File: config.mk
export PLATFORM = sky130hd
export DESIGN_NAME = cpu_state_ctl
export DESIGN_NICKNAME = d
export VERILOG_FILES = /design/src/rtl/cps_pkg.sv /design/src/rtl/cps_seq.sv /design/src/rtl/cps_ctx.sv /design/src/rtl/cps_scope.sv /design/src/rtl/cpu_state_ctl.sv
export SDC_FILE = /design/constraint.sdc
export NUM_CORES = 1
export LEC_CHECK = 0
export CAP_MARGIN = 20
export CORE_UTILIZATION = 39
export CTS_BUF_LIST = sky130_fd_sc_hd__clkbuf_16
export CTS_CLUSTER_DIAMETER = 60
export CTS_CLUSTER_SIZE = 24
export DETAILED_ROUTE_END_ITERATION = 7
export PLACE_DENSITY = 0.78
export SYNTH_ARGS = -nofsm -noshare
export SYNTH_HDL_FRONTEND = slang
export SYNTH_SLANG_ARGS = --single-unit
File: constraint.sdc
create_clock -name clk -period 1.97 [get_ports clk]
set_clock_uncertainty 0.15 [all_clocks]
set_input_delay 0.2955 -clock clk [delete_from_list [all_inputs] [get_ports clk]]
set_output_delay 0.2955 -clock clk [all_outputs]
set_load 0.02 [all_outputs]
File: src/rtl/cps_pkg.sv
package cps_pkg;
   typedef enum logic [2:0] {
      CPS_RESET  = 3'd0,
      CPS_EXC    = 3'd1,
      CPS_RUN    = 3'd2,
      CPS_PDOWN  = 3'd3,
      CPS_BUSREL = 3'd4
   } cps_state_e;

   typedef enum logic {
      PD_SLEEP   = 1'b0,
      PD_STANDBY = 1'b1
   } pd_mode_e;
endpackage

File: src/rtl/cps_seq.sv
module cps_seq
   import cps_pkg::*;
(
   input  logic       clk,
   input  logic       por_n,
   input  logic       mrst_n,
   input  logic       exc_req_i,
   input  logic       irq_req_i,
   input  logic       bus_req_i,
   input  logic       sleep_cmd_i,
   input  logic       standby_cmd_i,
   output cps_state_e state_o,
   output logic       por_kind_o,
   output pd_mode_e   pd_mode_o,
   output logic       take_evt_o,
   output logic       leave_rst_o
);
   cps_state_e st_q, st_d;
   pd_mode_e   pd_q, pd_d;
   logic       kind_q, kind_d;

   always_comb begin
      st_d   = st_q;
      pd_d   = pd_q;
      kind_d = kind_q;
      if (!mrst_n) begin
         st_d   = CPS_RESET;
         kind_d = 1'b0;
      end else begin
         unique case (st_q)
            CPS_RESET: st_d = CPS_RUN;
            CPS_EXC:   st_d = CPS_RUN;
            CPS_RUN: begin
               if (exc_req_i || irq_req_i) begin
                  st_d = CPS_EXC;
               end else if (bus_req_i) begin
                  st_d = CPS_BUSREL;
               end else if (sleep_cmd_i) begin
                  st_d = CPS_PDOWN;
                  pd_d = PD_SLEEP;
               end else if (standby_cmd_i) begin
                  st_d = CPS_PDOWN;
                  pd_d = PD_STANDBY;
               end
            end
            CPS_PDOWN: begin
               if (pd_q == PD_SLEEP && irq_req_i) st_d = CPS_EXC;
            end
            CPS_BUSREL: begin
               if (!bus_req_i) st_d = CPS_RUN;
            end
            default: st_d = CPS_RESET;
         endcase
      end
   end

   always_ff @(posedge clk or negedge por_n) begin
      if (!por_n) begin
         st_q   <= CPS_RESET;
         pd_q   <= PD_SLEEP;
         kind_q <= 1'b1;
      end else begin
         st_q   <= st_d;
         pd_q   <= pd_d;
         kind_q <= kind_d;
      end
   end

   assign take_evt_o  = mrst_n &&
                        ((st_q == CPS_RUN && (exc_req_i || irq_req_i)) ||
                         (st_q == CPS_PDOWN && pd_q == PD_SLEEP && irq_req_i));
   assign leave_rst_o = mrst_n && (st_q == CPS_RESET);
   assign state_o     = st_q;
   assign por_kind_o  = kind_q;
   assign pd_mode_o   = pd_q;

   assert_mrst_scope_R2: assert property (@(posedge clk) disable iff (!por_n)
      !mrst_n |=> (st_q == CPS_RESET && !kind_q));
   assert_exc_transient_R6: assert property (@(posedge clk) disable iff (!por_n)
      (st_q == CPS_EXC && mrst_n) |=> (st_q == CPS_RUN));
   assert_bus_hold_R8: assert property (@(posedge clk) disable iff (!por_n)
      (st_q == CPS_BUSREL && bus_req_i && mrst_n) |=> (st_q == CPS_BUSREL));
   assert_bus_exit_R8: assert property (@(posedge clk) disable iff (!por_n)
      (st_q == CPS_BUSREL && !bus_req_i && mrst_n) |=> (st_q == CPS_RUN));
   assert_sleep_hold_R9: assert property (@(posedge clk) disable iff (!por_n)
      (st_q == CPS_PDOWN && pd_q == PD_SLEEP && !irq_req_i && mrst_n)
      |=> (st_q == CPS_PDOWN));
   assert_standby_hold_R10: assert property (@(posedge clk) disable iff (!por_n)
      (st_q == CPS_PDOWN && pd_q == PD_STANDBY && mrst_n)
      |=> (st_q == CPS_PDOWN && pd_q == PD_STANDBY));
endmodule

File: src/rtl/cps_ctx.sv
module cps_ctx #(
   parameter int unsigned        XLEN      = 32,
   parameter int unsigned        SR_W      = 32,
   parameter int unsigned        OFS_W     = 12,
   parameter logic [XLEN-1:0]    RESET_VEC = 32'hA000_0000
) (
   input  logic            clk,
   input  logic            por_n,
   input  logic            mrst_n,
   input  logic            take_evt_i,
   input  logic            leave_rst_i,
   input  logic [XLEN-1:0] pc_i,
   input  logic [SR_W-1:0] sr_i,
   input  logic [XLEN-1:0] vbr_i,
   input  logic [OFS_W-1:0] ofs_i,
   output logic            redir_v_o,
   output logic [XLEN-1:0] redir_addr_o,
   output logic [XLEN-1:0] spc_o,
   output logic [SR_W-1:0] ssr_o
);
   localparam int unsigned PAD_W = XLEN - OFS_W;

   logic [XLEN-1:0] ofs_ext;
   logic [XLEN-1:0] vec_addr;

   generate
      if (PAD_W == 0) begin : g_full_ofs
         assign ofs_ext = ofs_i;
      end else begin : g_pad_ofs
         assign ofs_ext = {{PAD_W{1'b0}}, ofs_i};
      end
   endgenerate

   assign vec_addr = vbr_i + ofs_ext;

   always_ff @(posedge clk or negedge por_n) begin
      if (!por_n) begin
         redir_v_o    <= 1'b0;
         redir_addr_o <= '0;
         spc_o        <= '0;
         ssr_o        <= '0;
      end else if (!mrst_n) begin
         redir_v_o    <= 1'b0;
         redir_addr_o <= '0;
         spc_o        <= '0;
         ssr_o        <= '0;
      end else begin
         redir_v_o <= leave_rst_i || take_evt_i;
         if (leave_rst_i) begin
            redir_addr_o <= RESET_VEC;
         end else if (take_evt_i) begin
            redir_addr_o <= vec_addr;
            spc_o        <= pc_i;
            ssr_o        <= sr_i;
         end
      end
   end

   assert_reset_vec_R4: assert property (@(posedge clk) disable iff (!por_n)
      leave_rst_i |=> (redir_v_o && redir_addr_o == RESET_VEC));
   assert_ctx_save_R5: assert property (@(posedge clk) disable iff (!por_n)
      take_evt_i |=> (redir_v_o && spc_o == $past(pc_i) && ssr_o == $past(sr_i)));
   assert_ctx_stable_R11: assert property (@(posedge clk) disable iff (!por_n)
      (!take_evt_i && mrst_n) |=> ($stable(spc_o) && $stable(ssr_o)));
endmodule

File: src/rtl/cps_scope.sv
module cps_scope
   import cps_pkg::*;
(
   input  logic       clk,
   input  logic       por_n,
   input  cps_state_e state_i,
   input  logic       por_kind_i,
   input  pd_mode_e   pd_mode_i,
   output logic       rst_mod_en_o,
   output logic       rst_busctl_en_o,
   output logic       bus_gnt_o,
   output logic       cpu_run_o,
   output logic       sleep_o,
   output logic       standby_o
);
   always_comb begin
      rst_mod_en_o    = (state_i == CPS_RESET);
      rst_busctl_en_o = (state_i == CPS_RESET) && por_kind_i;
      bus_gnt_o       = (state_i == CPS_BUSREL);
      cpu_run_o       = (state_i == CPS_RUN);
      sleep_o         = (state_i == CPS_PDOWN) && (pd_mode_i == PD_SLEEP);
      standby_o       = (state_i == CPS_PDOWN) && (pd_mode_i == PD_STANDBY);
   end

   assert_busctl_scope_R3: assert property (@(posedge clk) disable iff (!por_n)
      rst_busctl_en_o |-> rst_mod_en_o);
   assert_flags_exclusive_R11: assert property (@(posedge clk) disable iff (!por_n)
      $onehot0({rst_mod_en_o, bus_gnt_o, cpu_run_o, sleep_o, standby_o}));
endmodule

File: src/rtl/cpu_state_ctl.sv
module cpu_state_ctl
   import cps_pkg::*;
#(
   parameter int unsigned     XLEN      = 32,
   parameter int unsigned     SR_W      = 32,
   parameter int unsigned     OFS_W     = 12,
   parameter logic [XLEN-1:0] RESET_VEC = 32'hA000_0000
) (
   input  logic             clk,
   input  logic             por_n,
   input  logic             mrst_n,
   input  logic             exc_req_i,
   input  logic             irq_req_i,
   input  logic [OFS_W-1:0] vec_ofs_i,
   input  logic [XLEN-1:0]  vbr_i,
   input  logic [XLEN-1:0]  pc_i,
   input  logic [SR_W-1:0]  sr_i,
   input  logic             bus_req_i,
   input  logic             sleep_cmd_i,
   input  logic             standby_cmd_i,
   output logic [2:0]       state_o,
   output logic             pc_load_o,
   output logic [XLEN-1:0]  pc_target_o,
   output logic [XLEN-1:0]  spc_o,
   output logic [SR_W-1:0]  ssr_o,
   output logic             bus_gnt_o,
   output logic             cpu_run_o,
   output logic             sleep_o,
   output logic             standby_o,
   output logic             rst_mod_en_o,
   output logic             rst_busctl_en_o
);
   generate
      if (XLEN < 16) begin : g_bad_xlen
         $error("cpu_state_ctl: XLEN must be at least 16");
      end
      if (OFS_W < 1 || OFS_W > XLEN) begin : g_bad_ofs
         $error("cpu_state_ctl: OFS_W must lie in 1..XLEN");
      end
      if (SR_W < 1) begin : g_bad_sr
         $error("cpu_state_ctl: SR_W must be positive");
      end
   endgenerate

   cps_state_e st;
   pd_mode_e   pd_mode;
   logic       por_kind;
   logic       take_evt;
   logic       leave_rst;

   cps_seq u_seq (
      .clk           (clk),
      .por_n         (por_n),
      .mrst_n        (mrst_n),
      .exc_req_i     (exc_req_i),
      .irq_req_i     (irq_req_i),
      .bus_req_i     (bus_req_i),
      .sleep_cmd_i   (sleep_cmd_i),
      .standby_cmd_i (standby_cmd_i),
      .state_o       (st),
      .por_kind_o    (por_kind),
      .pd_mode_o     (pd_mode),
      .take_evt_o    (take_evt),
      .leave_rst_o   (leave_rst)
   );

   cps_ctx #(
      .XLEN      (XLEN),
      .SR_W      (SR_W),
      .OFS_W     (OFS_W),
      .RESET_VEC (RESET_VEC)
   ) u_ctx (
      .clk          (clk),
      .por_n        (por_n),
      .mrst_n       (mrst_n),
      .take_evt_i   (take_evt),
      .leave_rst_i  (leave_rst),
      .pc_i         (pc_i),
      .sr_i         (sr_i),
      .vbr_i        (vbr_i),
      .ofs_i        (vec_ofs_i),
      .redir_v_o    (pc_load_o),
      .redir_addr_o (pc_target_o),
      .spc_o        (spc_o),
      .ssr_o        (ssr_o)
   );

   cps_scope u_scope (
      .clk             (clk),
      .por_n           (por_n),
      .state_i         (st),
      .por_kind_i      (por_kind),
      .pd_mode_i       (pd_mode),
      .rst_mod_en_o    (rst_mod_en_o),
      .rst_busctl_en_o (rst_busctl_en_o),
      .bus_gnt_o       (bus_gnt_o),
      .cpu_run_o       (cpu_run_o),
      .sleep_o         (sleep_o),
      .standby_o       (standby_o)
   );

   assign state_o = st;

   assert_redirect_in_exc_R5: assert property (@(posedge clk) disable iff (!por_n)
      (state_o == 3'd1) |-> pc_load_o);
endmodule

### Word-level counts from Yosys, hierarchy flattened

Cells that the tools add are included.

* reduce and logical (&&, ||, !) cells: 17
* eq/ne operators: 10
* $add $sub $neg: 1
* bitwise operators: 3
* mux-type cells: 20

Operators by type and width (count)
* 32-bit 2-to-1 mux: 9
* 32-bit by 12-bit adder with 32-bit output: 1
* 3-bit 2-to-1 mux: 7
* 3-bit case mux with 4 select lines: 1
* 1-bit logical AND: 8
* 3-bit by 2-bit equality test with 1-bit output, second input constant: 2
* 3-bit != test, second input constant: 2
* 6-bit by 5-bit != test with 1-bit output, second input constant: 1
* 5-bit AND reduction: 1
* 3-bit by 1-bit equality test with 1-bit output, second input constant: 1
* 3-bit equality test, second input constant: 1
* 3-bit zero test: 1
* 1-bit logical OR: 3
* 1-bit 2-to-1 mux: 3
* 3-bit by 1-bit != test with 1-bit output, second input constant: 1
* 1-bit inverter: 3
* 3-bit AND reduction: 1
* 2-bit by 1-bit != test with 1-bit output, second input constant: 1
* 2-bit != test, second input constant: 1
* 2-bit AND reduction: 1
* 2-bit nonzero test: 1
* 2-bit OR reduction: 1

* register bits after elaboration: 102
* output and inout bits: 106
* bits of input ports: 116
* logic and storage cells: 58

### Longest topological paths before layout

Gate-level depths: netlist (run 1).

* word-level depth: 8
* depth in mapped cells: 11

### By module

A second synthesis (run 1) with hierarchy kept.

* cells, all modules: 558
* area total of the unflattened synthesis: 5205.0 um2

By module, submodules not included
* cps_ctx: area an instance 4827.1 um2, sequential area each 2427.3 um2, cells an instance 519, instances 1
* cps_seq: area an instance 320.3 um2, sequential area each 126.4 um2, cells an instance 33, instances 1
* cps_scope: area an instance 57.6 um2, sequential area each 0.0 um2, cells an instance 6, instances 1

### Least setup slack after synthesis (run 1)

No wires, ideal clock.

* path type: input port to flip-flop
* start: input vec_ofs_i[0]
* end: register u_ctx.redir_addr_o[30]
* cell stages on the path: 11
* arrival: 2.438 ns
* path buffers: 2
* data required time: 1.751 ns
* setup slack: -0.687 ns
* cell sequence: ha_1 > inv_1 > fa_1 > and2b_1 > o2111ai_1 > a211o_1 > and3_1 > buf_6 > buf_6 > or4_1 > nand3_1

* longest elaborated chain between the ends: 4

RTL lines
* start: declaration: line cpu_state_ctl.sv:14 `input logic [OFS_W-1:0] vec_ofs_i,`
* 32-bit by 12-bit adder with 32-bit output: line cps_ctx.sv:34 `assign vec_addr = vbr_i + ofs_ext;`
* 32-bit 2-to-1 mux: line cps_ctx.sv:51 `end else if (take_evt_i) begin`
* 32-bit 2-to-1 mux: line cps_ctx.sv:49 `if (leave_rst_i) begin`
* 32-bit 2-to-1 mux: line cps_ctx.sv:42 `end else if (!mrst_n) begin`
* end signal: assignment: line cps_ctx.sv:52 `redir_addr_o <= vec_addr;`
* end: declaration: line cps_ctx.sv:17 `output logic [XLEN-1:0] redir_addr_o,`

Every way passes these cells. The select of a mux whose other input is x is not followed.
A chain may end at the register's enable or synchronous reset.

### Final worst setup path (run 1)

* start: input vbr_i[0]
* end: register u_ctx.redir_addr_o[24]

* longest elaborated chain between the ends: 4

RTL lines
* start: declaration: line cpu_state_ctl.sv:15 `input logic [XLEN-1:0] vbr_i,`
* 32-bit by 12-bit adder with 32-bit output: line cps_ctx.sv:34
* 32-bit 2-to-1 mux: line cps_ctx.sv:51
* 32-bit 2-to-1 mux: line cps_ctx.sv:49
* 32-bit 2-to-1 mux: line cps_ctx.sv:42

Every way passes these cells. The select of a mux whose other input is x is not followed.

==> results of run 1 <==
cells by family after synthesis:
group,after synthesis
and+or+nand+nor,267
adders and majority gates,13
AOI/OAI and AO/OA,159
xor gates and xnor gates,8
DFF,102
buffers and inverters,43
what timing repair did:
action | in CTS | in global routing
endpoints found under the hold margin | 101 | 0
setup buffers | 12 | 10
pin swaps | 43 | 29
cloned | 2 | 1
endpoints found under the setup margin | 98 | 44
gates resized for setup | 91 | 76
hold buffers | 1 | 0
final cells by class:
type	count	area [µm²]
repair buffers	331	3080
fillers	926	3650
well taps	172	215
clock inverters	7	95.1
multi-input cells	450	2860
clock buffers	9	225
inverters	10	37.5
flip-flops and latches	102	2560
worst paths after layout:
| kind | from | end | depth (start not counted) |
|---|---|---|---|
| worst min-delay path | vec_ofs_i[0] | u_ctx.redir_addr_o[0] | 3 |
| worst max register to register | u_seq.state_o[0] | u_ctx.redir_addr_o[29] | 7 |
| worst min register to register | u_ctx.redir_addr_o[5] | u_ctx.redir_addr_o[5] | 2 |
| min in group asynchronous | por_n | u_ctx.spc_o[17] | 3 |
| max in group asynchronous | por_n | u_seq.state_o[1] | 3 |
| worst max-delay path | vbr_i[0] | u_ctx.redir_addr_o[24] | 10 |
worst reg2reg max path: cells and delay by family, from the launching register on:
| family | cells | cell delay [ns] |
|---|---|---|
| AOI/OAI and AO/OA | 4 | 0.82 |
| DFF | 1 | 0.47 |
| buffers and inverters | 2 | 0.30 |
| and+or+nand+nor | 1 | 0.12 |
Yosys cell counts (3+ instances only):
master    number
nand3_1       21
or3_1          3
nor3_1         4
or4_1          8
o21ai_0       20
nor2b_1        4
a32o_1         4
and2_1         4
xnor2_1        4
nor4_1         5
nand2_1      173
buf_1          4
o21a_1         6
clkbuf_1      25
ha_1          12
a21o_1         3
o21ai_1        3
and3_1         9
a31oi_1        6
a211o_1        3
nand4_1        8
a21oi_1       80
xor2_1         4
o211ai_1      16
inv_1          9
nor2_1        19
dfrtp_1      101
sequential cells by signal (all words and copies together) (netlist names):
name                count
u_ctx.redir_v_o         1
u_seq.pd_mode_o         1
u_ctx.redir_addr_o     32
u_seq.state_o           3
u_ctx.ssr_o            32
u_ctx.spc_o            32
u_seq.por_kind_o        1
power by group through the flow:
stage	registers (mW)	clock network (mW)	logic, mW
6_report	2.32	1.92	1.74
2_1_floorplan	2.51	0	0.502
4_1_cts	2.32	1.96	1.64
5_1_grt	2.34	2.04	1.86
3_3_place_gp	2.35	0	1.51
3_5_place_dp	2.36	0	1.54
stage by stage:
stage / setup slack (ns) / hold WS (ns) / instances / cell area, µm² / TNS (ns)
after detailed placement: -1.35 / 0.253 / 1039 / 8190 / -43.04
final: -0.343 / 0.136 / 1081 / 9070 / -3.22
after global placement: -1.23 / 0.246 / 1039 / 8190 / -36.40
after floorplan: -0.642 / -0.150 / 592 / 5190 / -5.65
after CTS: -0.284 / 0.124 / 1070 / 8800 / -2.79
after global routing: -0.393 / 0.141 / 1081 / 9070 / -4.61
per-layer routing:
layer  global-route usage (%)  wire length (µm)
met5                        0                 0
met4                     12.5               683
met3                     4.15              1630
met2                     45.1              9330
met1                     31.2              7090
==> metrics, run 1 <==
status finished, violations left; violated checks negative setup slack; GPL Wtd Cong approximately 0.91; Leak between 3 and 4 nW; antenna violations before repair 0; Critical Path AT 2.44 ns; worst path setup slack after routing -0.343 ns; Final min period ~2.3 ns; hpwl dp approximately 12000 µm; Post-Route WL 18700 µm; Synth Register Bits 102; Synth Net Count between 700 and 800; Final Setup Violations 15; CP max FO 7; Post-route DRC 0; most frequent cells in the layout 188 x clkdlybuf4s50_1, 170 x nand2_1, 99 x dfrtp_1; DRT iter0 DRCs 442; Die Ht approximately 120 µm; Internal Power 4.21 mW; clock sinks a little over 100; Mapped Avg Cell Area approximately 8.7 µm²; largest family of logic cells by synthesized area simple AND/OR/NAND/NOR gates; period utilization 117%; Max Root-Sink Buffers 2; CTS buffer count 9; Buf/Inv on CP 2; top cell type by total area after synthesis dfrtp_1; # diodes 0; fmax between 400 and 500 MHz; post-synthesis cell count around 590; CTS tree done; Seq pwr share approximately two fifths; critical path type input port to flop; Final Util between 70 and 80%; clock power share 32.0%; NumNets Final approximately 1000; Chip Width between 100 and 150 µm; Final Slew Violations 0; ys async rst share between 90% and 100%; Crit. End Element flop; VDD IR-drop max 0.427 mV; Cell variety after synth 55; drt wl/cell roughly 17 µm; CP max stage cell or4_1; first-pass GRT wire length about 27000 µm; Reg2Reg Setup Slack -0.01 ns; max-cap violations 0; Worst path max stage delay between 0.4 and 0.5 ns; Port Buffers about 220; Initial Util 40.3%; Pwr Total approximately 6.0 mW; Hold Path Class input port to flop; Simple-Gate Fraction of Synth Area between 20% and 30%; slew margin rel. 62.7%; WP data required approximately 2.1 ns; GRT Overall Usage 25.9%; main area contributors after synthesis dfrtp_1 49%, nand2_1 13%, a21oi_1 7.8%; num ports between 200 and 250; Adder-Cell Fraction of Synth Area under 10%; number of synthesized flops with an enable pin 0; vias slightly below 6000; cell area after synthesis around 5100 µm²; Seq/Total Area, Yosys between 40% and 50%; mux share of post-synthesis cell area 0%; H-tree depth 3; Via density 5.46; Startpoint Class input port; Final ANT Viol Nets 0; Area growth syn-to-layout 77.1%; xor and xnor area share after synthesis 1.37%; PwrDens 659 nW/µm²; setup repair after global routing missed its margin true; # rows roughly 40; crit path cell chain buf_8, ha_4, inv_2, fa_2, and2b_2, o2111ai_2, a211o_1, and3_4, or4_1, nand3_1; largest net degree at the start of global routing 103; share of layout cells above drive strength 1 about a quarter; Yosys top cell area share about half; drt first pass iters 6; net switching power about 1.8 mW; Worst Tran Pin Value between 0.5 and 0.6 ns; clk slew on worst S/H paths 0.07 ns; clock root cell clkbuf_16; Fin. Hold Viols 0; vias in the first global route around 5800; Main synth FF type dfrtp_1; remaining global-route overflow 0; die area 13600 µm²; combinational share of power between 20 and 30%; Compound-Gate Fraction of Synth Area 18.8%; clk_lat worst skew between 0.3 and 0.4 ns; commonest non-fill, non-tap cell in the layout clkdlybuf4s50_1; Syn. warnings 0; sw frac approximately 30%; Top delay family on crit path simple AND/OR/NAND/NOR gates; Core ar. between 10000 and 15000 µm²
(Power assumes the default switching activity.)
==> run 2: changes to the inputs <==
--- a/config.mk
+++ b/config.mk
@@ -6,12 +6,12 @@
 export NUM_CORES = 1
 export LEC_CHECK = 0
 export CAP_MARGIN = 20
-export CORE_UTILIZATION = 39
+export CORE_UTILIZATION = 40
 export CTS_BUF_LIST = sky130_fd_sc_hd__clkbuf_16
 export CTS_CLUSTER_DIAMETER = 60
 export CTS_CLUSTER_SIZE = 24
 export DETAILED_ROUTE_END_ITERATION = 7
-export PLACE_DENSITY = 0.78
+export PLACE_DENSITY = 0.77
 export SYNTH_ARGS = -nofsm -noshare
 export SYNTH_HDL_FRONTEND = slang
 export SYNTH_SLANG_ARGS = --single-unit
==> constraint.sdc (replaced) <==
create_clock -name clk -period 2.3 [get_ports clk]
set_clock_uncertainty 0.15 [all_clocks]
set_input_delay 0.345 -clock clk [delete_from_list [all_inputs] [get_ports clk]]
set_output_delay 0.345 -clock clk [all_outputs]
set_load 0.02 [all_outputs]
==> metrics, run 2 (synthesis gave the netlist of run 1 again) <==
status finished, violations left; violated checks negative setup slack; Initial Util between 40% and 50%; Fillers a little over 900; CTS buffer count 9; Final Setup Violations 8; Worst Tran Pin Value 0.631 ns; post-route insts no fill 1046; Leak approximately 3.8 nW; GPL Wtd Cong 0.909; hold path cells 3; GRT Overall Usage between 20 and 30%; max-cap violations 0; Final min period between 2 and 2.5 ns; drt wl/cell 16.3 µm; vias in the first global route ~5600; # diodes 0; RR Startpoint u_seq.state_o[1]; Hold Path End u_ctx.redir_addr_o[0]; most frequent cells in the layout 197 x clkdlybuf4s50_1, 173 x nand2_1, 100 x dfrtp_1; Final Slew Violations 0; slew margin rel. 57.9%; NumNets Final roughly 1000; antenna violations before repair 0; Port Buffers about 220; Buf/Inv on CP 2; Critical Path AT roughly 2.5 ns; Chip Width approximately 120 µm; Die Ht 115 µm; die area between 10000 and 15000 µm²; hpwl dp about 12000 µm; clock power share a little under a third; VDD IR-drop max between 0.3 and 0.4 mV; Hold Path Class input port to flop; CTS tree done; Reg-to-Reg End u_ctx.redir_addr_o[26]; Worst path max stage delay 0.48 ns; first-pass GRT wire length approximately 27000 µm; net switching power 1.45 mW; clk_lat worst skew about 0.34 ns; Post-route DRC 0; CP max FO 7; Reg2Reg Depth 6; share of layout cells above drive strength 1 approximately 16%; clk slew on worst S/H paths ~0.070 ns; Fin. Hold Viols 0; clock root cell clkbuf_16; Internal Power 3.45 mW; vias approximately 5600; clock sinks around 100; fmax about 420 MHz; sw frac slightly below 30%; remaining global-route overflow 0; combinational share of power between 20 and 30%; Hold Path Origin vec_ofs_i[0]; Reg2Reg Setup Slack 0.27 ns; Core ar. between 10000 and 15000 µm²; DRT iter0 DRCs 405; setup repair after global routing missed its margin true; Placed Cells 1023; H-tree depth 3; Crit. End Element flop; Top delay family on crit path simple AND/OR/NAND/NOR gates; critical path type input port to flop; commonest non-fill, non-tap cell in the layout clkdlybuf4s50_1; PwrDens between 500 and 600 nW/µm²; num ports 222; Area growth syn-to-layout 68.7%; largest net degree at the start of global routing 65; period utilization 104%; Startpoint Class input port; Seq pwr share approximately two fifths; worst hold margin 0.198 ns; Final ANT Viol Nets 0; crit path cell chain buf_8, ha_4, inv_2, fa_2, and2b_2, o2111ai_2, a211o_1, and3_4, or4_1, nand3_1; drt first pass iters 5; worst path setup slack after routing -0.0969 ns; Post-Route WL 17000 µm; Regs by FF count u_ctx.redir_addr_o: 32 flops, u_ctx.spc_o: 32 flops, u_ctx.ssr_o: 32 flops; WP data required around 2.4 ns; # rows 40; CP max stage cell or4_1; Max Root-Sink Buffers 2; Via density around 5.4
run 2: worst min-delay path, stage by stage:
cell and delay [ns]:
buf_6 0.08, ha_4 0.12, a22o_1 0.12
run 2: power groups by stage:
stage / clock [mW] / sequential [mW] / combinational, mW
6_report: 1.53 / 1.99 / 1.38
5_1_grt: 1.64 / 2.00 / 1.49
4_1_cts: 1.57 / 1.99 / 1.35
3_5_place_dp: 0 / 2.02 / 1.30
3_3_place_gp: 0 / 2.01 / 1.28
2_1_floorplan: 0 / 2.15 / 0.418
run 2: layer usage:
| layer | track usage [%] | vias up | routed length, µm |
|---|---|---|---|
| li1 | - | 2640 | - |
| met1 | 32.0 | 2675 | 6980 |
| met3 | 3.64 | 30 | 1250 |
| met5 | 0 | - | 0 |
| met2 | 45.2 | 280 | 8490 |
| met4 | 9.61 | 0 | 286 |
run 2: layout make-up:
| type | instances | area [µm²] | share of cell area, % |
|---|---|---|---|
| Multi-Input combinational cell | 448 | 2630 | 30.4 |
| Sequential cell | 102 | 2550 | 29.6 |
| Clock inverter | 7 | 73.8 | 0.854 |
| Clock buffer | 9 | 225 | 2.61 |
| Inverter | 10 | 37.5 | 0.434 |
| Timing Repair Buffer | 302 | 2910 | 33.7 |
| Tap cell | 168 | 210 | 2.43 |
run 2: timing repair:
action	CTS	global route
endpoints found under the setup margin	22	18
hold buffers	1	0
buffers inserted	3	2
cloned	1	0
gates resized for setup	46	28
pin swaps	25	11
endpoints found under the hold margin	38	0
run 2: stage by stage:
| step | cell area, µm² | setup WS [ns] | utilization (%) | total power [mW] | TNS (ns) |
|---|---|---|---|---|---|
| 2_1_floorplan | 5150 | -0.362 | - | 2.56 | -2.42 |
| 3_3_place_gp | 8070 | -0.945 | 65.8 | 3.29 | -14.10 |
| 3_5_place_dp | 8070 | -1.07 | 65.8 | 3.32 | -17.27 |
| 4_1_cts | 8530 | -0.0132 | 69.5 | 4.91 | -0.0235 |
| 5_1_grt | 8640 | -0.150 | 70.5 | 5.13 | -0.930 |
| 6_report | 8640 | -0.0969 | 70.5 | 4.90 | -0.529 |
run 2: worst max-delay path by stage:
| stage | end | from | depth (start not counted) |
|---|---|---|---|
| 2_1_floorplan | u_ctx.redir_addr_o[30] | vec_ofs_i[0] | 11 |
| 3_3_place_gp | u_ctx.redir_addr_o[24] | vec_ofs_i[0] | 10 |
| 3_5_place_dp | u_ctx.redir_addr_o[26] | vec_ofs_i[0] | 10 |
| 4_1_cts | u_ctx.redir_addr_o[22] | vbr_i[0] | 10 |
| 5_1_grt | u_ctx.redir_addr_o[28] | vbr_i[0] | 10 |
| 6_report | u_ctx.redir_addr_o[14] | vbr_i[0] | 10 |
